`src/rtl/dma_burst_req.sv`:
```
module dma_burst_req #(
  parameter int BURST_LEN = 16,
  parameter int DW = 8
) (
  input  logic          clk,
  input  logic          rst_n,
  input  logic          ctl_wr,
  input  logic          dir_to_mem,
  input  logic          dack,
  input  logic          tc,
  output logic          drq,
  output logic          busy,
  output logic          fifo_rd_en,
  output logic          fifo_wr_en,
  input  logic [DW-1:0] fifo_rdata,
  output logic [DW-1:0] fifo_wdata,
  input  logic [DW-1:0] bus_din,
  output logic [DW-1:0] bus_dout
);
  localparam int CW = $clog2(BURST_LEN);
  localparam logic [CW-1:0] LAST = CW'(BURST_LEN - 1);

  logic [CW-1:0] cnt;
  logic xfer, done;

  assign xfer = drq & dack;
  assign done = xfer & (tc | (cnt == LAST));

  always_ff @(posedge clk) begin
    if (!rst_n) begin
      drq <= 1'b0;
      cnt <= '0;
    end else if (!drq) begin
      if (ctl_wr) begin
        drq <= 1'b1;
        cnt <= '0;
      end
    end else if (xfer) begin
      cnt <= cnt + 1'b1;
      if (done) drq <= 1'b0;
    end
  end

  assign busy       = drq;
  assign fifo_rd_en = xfer & dir_to_mem;
  assign fifo_wr_en = xfer & ~dir_to_mem;
  assign bus_dout   = fifo_rdata;
  assign fifo_wdata = bus_din;

  p_start_r2: assert property (@(posedge clk) disable iff (!rst_n)
    $rose(drq) |-> $past(ctl_wr));
  p_drop_on_xfer_r3: assert property (@(posedge clk) disable iff (!rst_n)
    $fell(drq) |-> $past(dack));
  p_tc_ends_r4: assert property (@(posedge clk) disable iff (!rst_n)
    (drq && dack && tc) |=> !drq);
  p_hold_r5: assert property (@(posedge clk) disable iff (!rst_n)
    (drq && !dack) |=> drq);
  p_en_excl_r6: assert property (@(posedge clk) disable iff (!rst_n)
    $onehot0({fifo_rd_en, fifo_wr_en}));
  p_en_gated_r8: assert property (@(posedge clk) disable iff (!rst_n)
    (fifo_rd_en || fifo_wr_en) |-> (drq && dack));
endmodule

```
`config.mk`:
```
export PLATFORM = sky130hd
export DESIGN_NAME = dma_burst_req
export DESIGN_NICKNAME = d
export VERILOG_FILES = /design/src/rtl/dma_burst_req.sv
export SDC_FILE = /design/constraint.sdc
export NUM_CORES = 1
export LEC_CHECK = 0
export ABC_AREA = 0
export BUFFER_PORTS_ARGS = -buffer_cell sky130_fd_sc_hd__buf_2
export CAP_MARGIN = 20
export CORE_AREA = 3 3 40 42
export CTS_CLUSTER_SIZE = 30
export DETAILED_ROUTE_END_ITERATION = 8
export DIE_AREA = 0 0 43 45
export GPL_TIMING_DRIVEN = 0
export PLACE_DENSITY_LB_ADDON = 0.1
export REMOVE_ABC_BUFFERS = 1
export SYNTH_ARGS = -nofsm -noshare
export SYNTH_HDL_FRONTEND = slang
export SYNTH_SLANG_ARGS = --single-unit
```
`constraint.sdc`:
```
create_clock -name clk -period 1.5 [get_ports clk]
set_clock_uncertainty 0.1 [all_clocks]
set_input_delay 0.15 -clock clk [delete_from_list [all_inputs] [get_ports clk]]
set_output_delay 0.15 -clock clk [all_outputs]
set_load 0.005 [all_outputs]
```
==> results.json, run 1 <==
{
  "status": "finished clean",
  "slew_headroom": 0.871,
  "post_drt_wl_per_cell_um": 17.7,
  "slowest_delay_ns": 0.43,
  "drv_cap": 0,
  "holdWs_ns": 0.0739,
  "cts_tree": "done",
  "routed_wl_mm": 1.03,
  "antenna_found_initial": 0,
  "rows": 13,
  "ctsRootBufferMaster": "clkbuf_4",
  "viasPerCell": 5.40,
  "final-seq-area_um2": 101,
  "cts_buffer_depth": 2,
  "path_max_fanout": 12,
  "hold_buffers": 0,
  "vias": 313,
  "clock_latency_ns": 0.25,
  "hpwlAfterDp_um": 795,
  "die_x_um": 43,
  "synth_top_area_cell": "buf_4",
  "drc": 0,
  "multiInputGateArea_um2": 135,
  "die_area_um2": 1940,
  "drtAntennaViolNets": 0,
  "grt_max_degree": 13,
  "reg2reg_setup_slack_ns": 0.34,
  "finalCritPeriodShare": 0.860,
  "yosysUniqueCellTypes": 18,
  "path_clk_slew_ns": 0.05,
  "layout.cells.non_filler": 58,
  "worstSetupStartpointType": "register",
  "yosysMostFrequentCell": "buf_4",
  "coreArea_um2": 1280,
  "cts_buffers": 3,
  "grt_pass1_vias": 294,
  "setup_tns_ns": 0,
  "gp_congestion": 0.690,
  "crit_path_top_delay_cell": "dfxtp_2",
  "endpoint_kind": "primary output",
  "r2r_start": "cnt[2]",
  "synth-edff-count": 0,
  "drive_gt1_frac": 0.326,
  "p_leak_uw": 0.000145,
  "numPortBuffers": 9,
  "synth_cells": 48,
  "setup_viol": 0,
  "clock.fmax_ghz": 0.775,
  "crit_chain": "nand2_1 -> nor2_1 -> buf_2",
  "grt_use_total": 0.127,
  "ys_seq_area_frac": 0.267,
  "synth-warning-count": 0,
  "p_per_area_nw_per_um2": 1020,
  "area_growth_syn_to_layout_pct": -11.0,
  "cp_data_arrival_time_ns": 1.04,
  "synth_ff_type": "dfxtp_1",
  "dp.cells": 54,
  "drv_slew": 0,
  "worst-setup-path-type": "register to primary output",
  "syn_avg_cell_area_um2": 7.82,
  "endpoint": "fifo_wr_en",
  "synth_area_um2": 375,
  "path_buf_inv": 1,
  "ys_ff_latch": 5,
  "min_path_type": "primary input to register",
  "grt_first_pass_wirelength_mm": 1.61,
  "cp.required_ns": 1.25,
  "first_iter_violations": 0,
  "boundaryPins": 42,
  "ys_top_cells_by_count": "17 x buf_4, 5 x dfxtp_1, 5 x nor2_1, 3 x a31oi_1, 3 x nand2_1",
  "nets": 67,
  "total_power_uw": 340,
  "cp-startpoint": "busy",
  "gr-total-overflow": 0,
  "antenna_cells": 0,
  "async_flop_share": 0,
  "hold_viol_final": 0,
  "rsz0062_at_grt": "false",
  "critPathTopFamily": "flip-flops",
  "synth_top_cell_area_share": 0.340,
  "start_util": 0.292,
  "die_h_um": 45,
  "worstMarginPinSlew_ns": 0.188,
  "h-tree-depth": 1,
  "hold_depth": 4,
  "worst-path-stages": 3,
  "reg2reg_to": "cnt[3]",
  "vdd_drop_max_mv": 0.321,
  "post-route-min-period_ns": 1.29,
  "cts_sinks": 5,
  "drt-pass1-iter-count": 1,
  "netlist_top_cells_area": "buf_4 34%, dfxtp_1 27%, a31oi_1 5.0%, nor2_1 5.0%, ha_1 3.3%",
  "r2r_cells": 3,
  "fillers": 149
}
## worst register-to-register path, cell delays in order (launching register included)
cell and delay (ns):
dfxtp_1 0.37, nand4_1 0.12, or3b_1 0.38, a31oi_1 0.12
## how the worst min path moves through the flow
stage | to | from
floorplan | bus_dout[0] | fifo_rdata[0]
finish | busy | tc
CTS | busy | tc
global placement | bus_dout[7] | fifo_rdata[7]
global route | busy | tc
detailed placement | bus_dout[7] | fifo_rdata[7]
## layout make-up
type / count / share of cell area
multi-input combinational: 23 / 0.404
sequential: 5 / 0.303
timing repair buffer: 9 / 0.135
clock buffer: 4 / 0.0787
tap: 15 / 0.0562
inverter: 2 / 0.0225
## layout by cell type (no fill, tap or decap)
cell type	instances
a31oi_1	3
inv_1	2
nor2_1	5
a32oi_1	1
and3_2	1
a211oi_1	1
nand3_1	1
or3b_1	1
buf_2	9
o21ai_0	1
nand2_1	3
ha_1	1
dfxtp_1	4
clkbuf_4	3
clkbuf_1	1
mux2i_1	1
dfxtp_2	1
nand4_1	1
nor3_1	2
a21oi_1	1
## routing by layer
metal | track usage | vias to the layer above | part of all wire
met5 | 0 | - | 0
met4 | 0.0723 | 0 | 0.012
met3 | 0.187 | 2 | 0.23
met2 | 0.117 | 32 | 0.37
met1 | 0.131 | 143 | 0.38
li1 | - | 136 | -
## per-stage QoR
stage          setup slack (ns)  instance area (um^2)  utilization
3_3_place_gp              0.230                   307        0.239
3_5_place_dp              0.239                   307        0.239
4_1_cts                  0.0461                   333        0.259
5_1_grt                  0.0907                   334        0.260
2_1_floorplan             0.346                   243            -
6_report                  0.210                   334        0.260
## state kept, by name (all words and copies together), names as in the netlist
register / flops
busy: 1
cnt: 4
## cells by family after synthesis
kind of cell    count (synthesis)  synth area share
mux                             1            0.0267
fa+ha+maj                       1            0.0333
simple gates                   14             0.180
flops                           5             0.267
buf+inv                        20             0.373
compound gates                  7             0.120
## power breakdown
part           switching [uW]  internal, uW
logic                    17.2          16.1
clock network            59.4           101
registers                8.11           138
## what timing repair did
item,in CTS,in global routing
buffers inserted,0,0
setup endpoints to repair,0,1
gates resized for setup,0,1
Note: power is estimated with default switching activity, not from simulation.
==> inputs of run 2 (changes only) <==
==> constraint.sdc (replaced) <==
create_clock -name clk -period 1.7 [get_ports clk]
set_clock_uncertainty 0.1 [all_clocks]
set_input_delay 0.17 -clock clk [delete_from_list [all_inputs] [get_ports clk]]
set_output_delay 0.17 -clock clk [all_outputs]
set_load 0.005 [all_outputs]
==> run 2 against run 1 <==
Compared with the run above: flip-flop and latch count unchanged; clock power fell by 12%; clock-buffer cell count is the same; sequential share of layout area down 0.26 points; sequential power shrank 12%; first-iteration DRC count stayed put; critical path type unchanged; largest power group unchanged.
==> results.json, run 2 (synthesis results as in run 1) <==
{
  "status": "finished clean",
  "max_flop_register": "cnt",
  "slew_headroom": 0.754,
  "drtAntennaViolNets": 0,
  "endpoint_kind": "primary output",
  "cts_tree": "done",
  "critPathTopFamily": "flip-flops",
  "ctsRootBufferMaster": "clkbuf_4",
  "setup_tns_ns": 0,
  "vdd_drop_max_mv": 0.283,
  "utilization": 0.259,
  "cts_buffers": 3,
  "worst-setup-path-type": "register to primary output",
  "p_per_area_nw_per_um2": 900,
  "grt_use_total": 0.127,
  "start_util": 0.292,
  "path_buf_inv": 1,
  "drive_gt1_frac": 0.302,
  "path_max_fanout": 12,
  "hold_viol_final": 0,
  "hpwlAfterDp_um": 795,
  "antenna_found_initial": 0,
  "gp_congestion": 0.690,
  "drv_cap": 0,
  "crit_path_top_delay_cell": "dfxtp_1",
  "coreArea_um2": 1280,
  "ctsResizeCount": 0,
  "post-route-min-period_ns": 1.46,
  "cp.required_ns": 1.43,
  "die_h_um": 45,
  "gr-total-overflow": 0,
  "die_area_um2": 1940,
  "p_leak_uw": 0.000144,
  "nets": 67,
  "cts_sinks": 5,
  "grt_max_degree": 13,
  "rsz0062_at_grt": "false",
  "path_clk_slew_ns": 0.05,
  "routed_wl_mm": 1.03,
  "antenna_cells": 0,
  "vias": 313,
  "reg2reg_setup_slack_ns": 0.43,
  "clock_latency_ns": 0.25,
  "setup_viol": 0,
  "h-tree-depth": 1,
  "mostFrequentLayoutCells": "9 x buf_2, 5 x nor2_1, 5 x dfxtp_1",
  "worstSetupStartpointType": "register",
  "numPortBuffers": 9,
  "placed_cell_area_um2": 307,
  "boundaryPins": 42,
  "slowest_delay_ns": 0.54,
  "wl_met3_um": 240,
  "final_common_cell": "buf_2",
  "grt_first_pass_wirelength_mm": 1.61,
  "top_layer": "met4",
  "viasPerCell": 5.40,
  "cts_setup_buffers": 0,
  "cp_data_arrival_time_ns": 1.19,
  "area_growth_syn_to_layout_pct": -11.3,
  "post-route-cell-area_um2": 333,
  "first_iter_violations": 0,
  "dp.cells": 54,
  "cts_buffer_depth": 2,
  "worstMarginPinSlew_ns": 0.369,
  "grt_pass1_vias": 294,
  "wl_met1_um": 395,
  "finalCritPeriodShare": 0.859,
  "hold_buffers": 0,
  "crit_chain": "nand2_1 -> nor2_1 -> buf_2",
  "post_drt_wl_per_cell_um": 17.7,
  "die_x_um": 43,
  "min_path_type": "primary input to register",
  "drt-pass1-iter-count": 1,
  "layout.cells.non_filler": 58,
  "largest_reg_flops": 4,
  "met2_length_um": 378,
  "drc": 0,
  "clock.fmax_ghz": 0.685,
  "rows": 13,
  "drv_slew": 0
}
==> run 2: cell counts in the layout (fill, tap and decap cells not counted) <==
No cell type changed its count.
==> run 2: area by class of cell <==
class / count / area (um^2)
fillers: 150 / 952
multi-input cells: 23 / 135
flip-flops and latches: 5 / 100
repair buffers: 9 / 45.0
clock buffers: 4 / 26.3
well taps: 15 / 18.8
inverters: 2 / 7.51
==> run 2: through the flow <==
step	total power (uW)	hold slack, ns	worst slack, ns
6_report	299	0.101	0.239
5_1_grt	332	0.116	0.0991
4_1_cts	305	0.0959	0.226
3_5_place_dp	161	0.240	0.439
3_3_place_gp	160	0.240	0.430
2_1_floorplan	143	0.240	0.546
==> run 2: worst reg2reg max path: cells and delay by family (launching register included) <==
family / cells / cell delay [ns]
compound gates: 1 / 0.20
flops: 1 / 0.54
mux: 1 / 0.29
simple gates: 1 / 0.06
==> run 2: final timing paths <==
kind / cells after the start / from / to
worst min register to register: 2 / cnt[0] / cnt[0]
worst min-delay path: 4 / tc / busy
worst max register to register: 3 / busy / cnt[0]
worst max-delay path: 3 / busy / fifo_wr_en
==> run 2: per-layer routing <==
layer | up-vias | track usage
li1 | 136 | -
met1 | 143 | 0.131
met2 | 32 | 0.117
met3 | 2 | 0.187
met4 | 0 | 0.0723
met5 | - | 0
==> run 2: power breakdown <==
part	switching, uW	total (uW)	internal, uW
sequential	7.16	129	122
clock	52.4	141	89.0
combinational	15.2	29.4	14.2
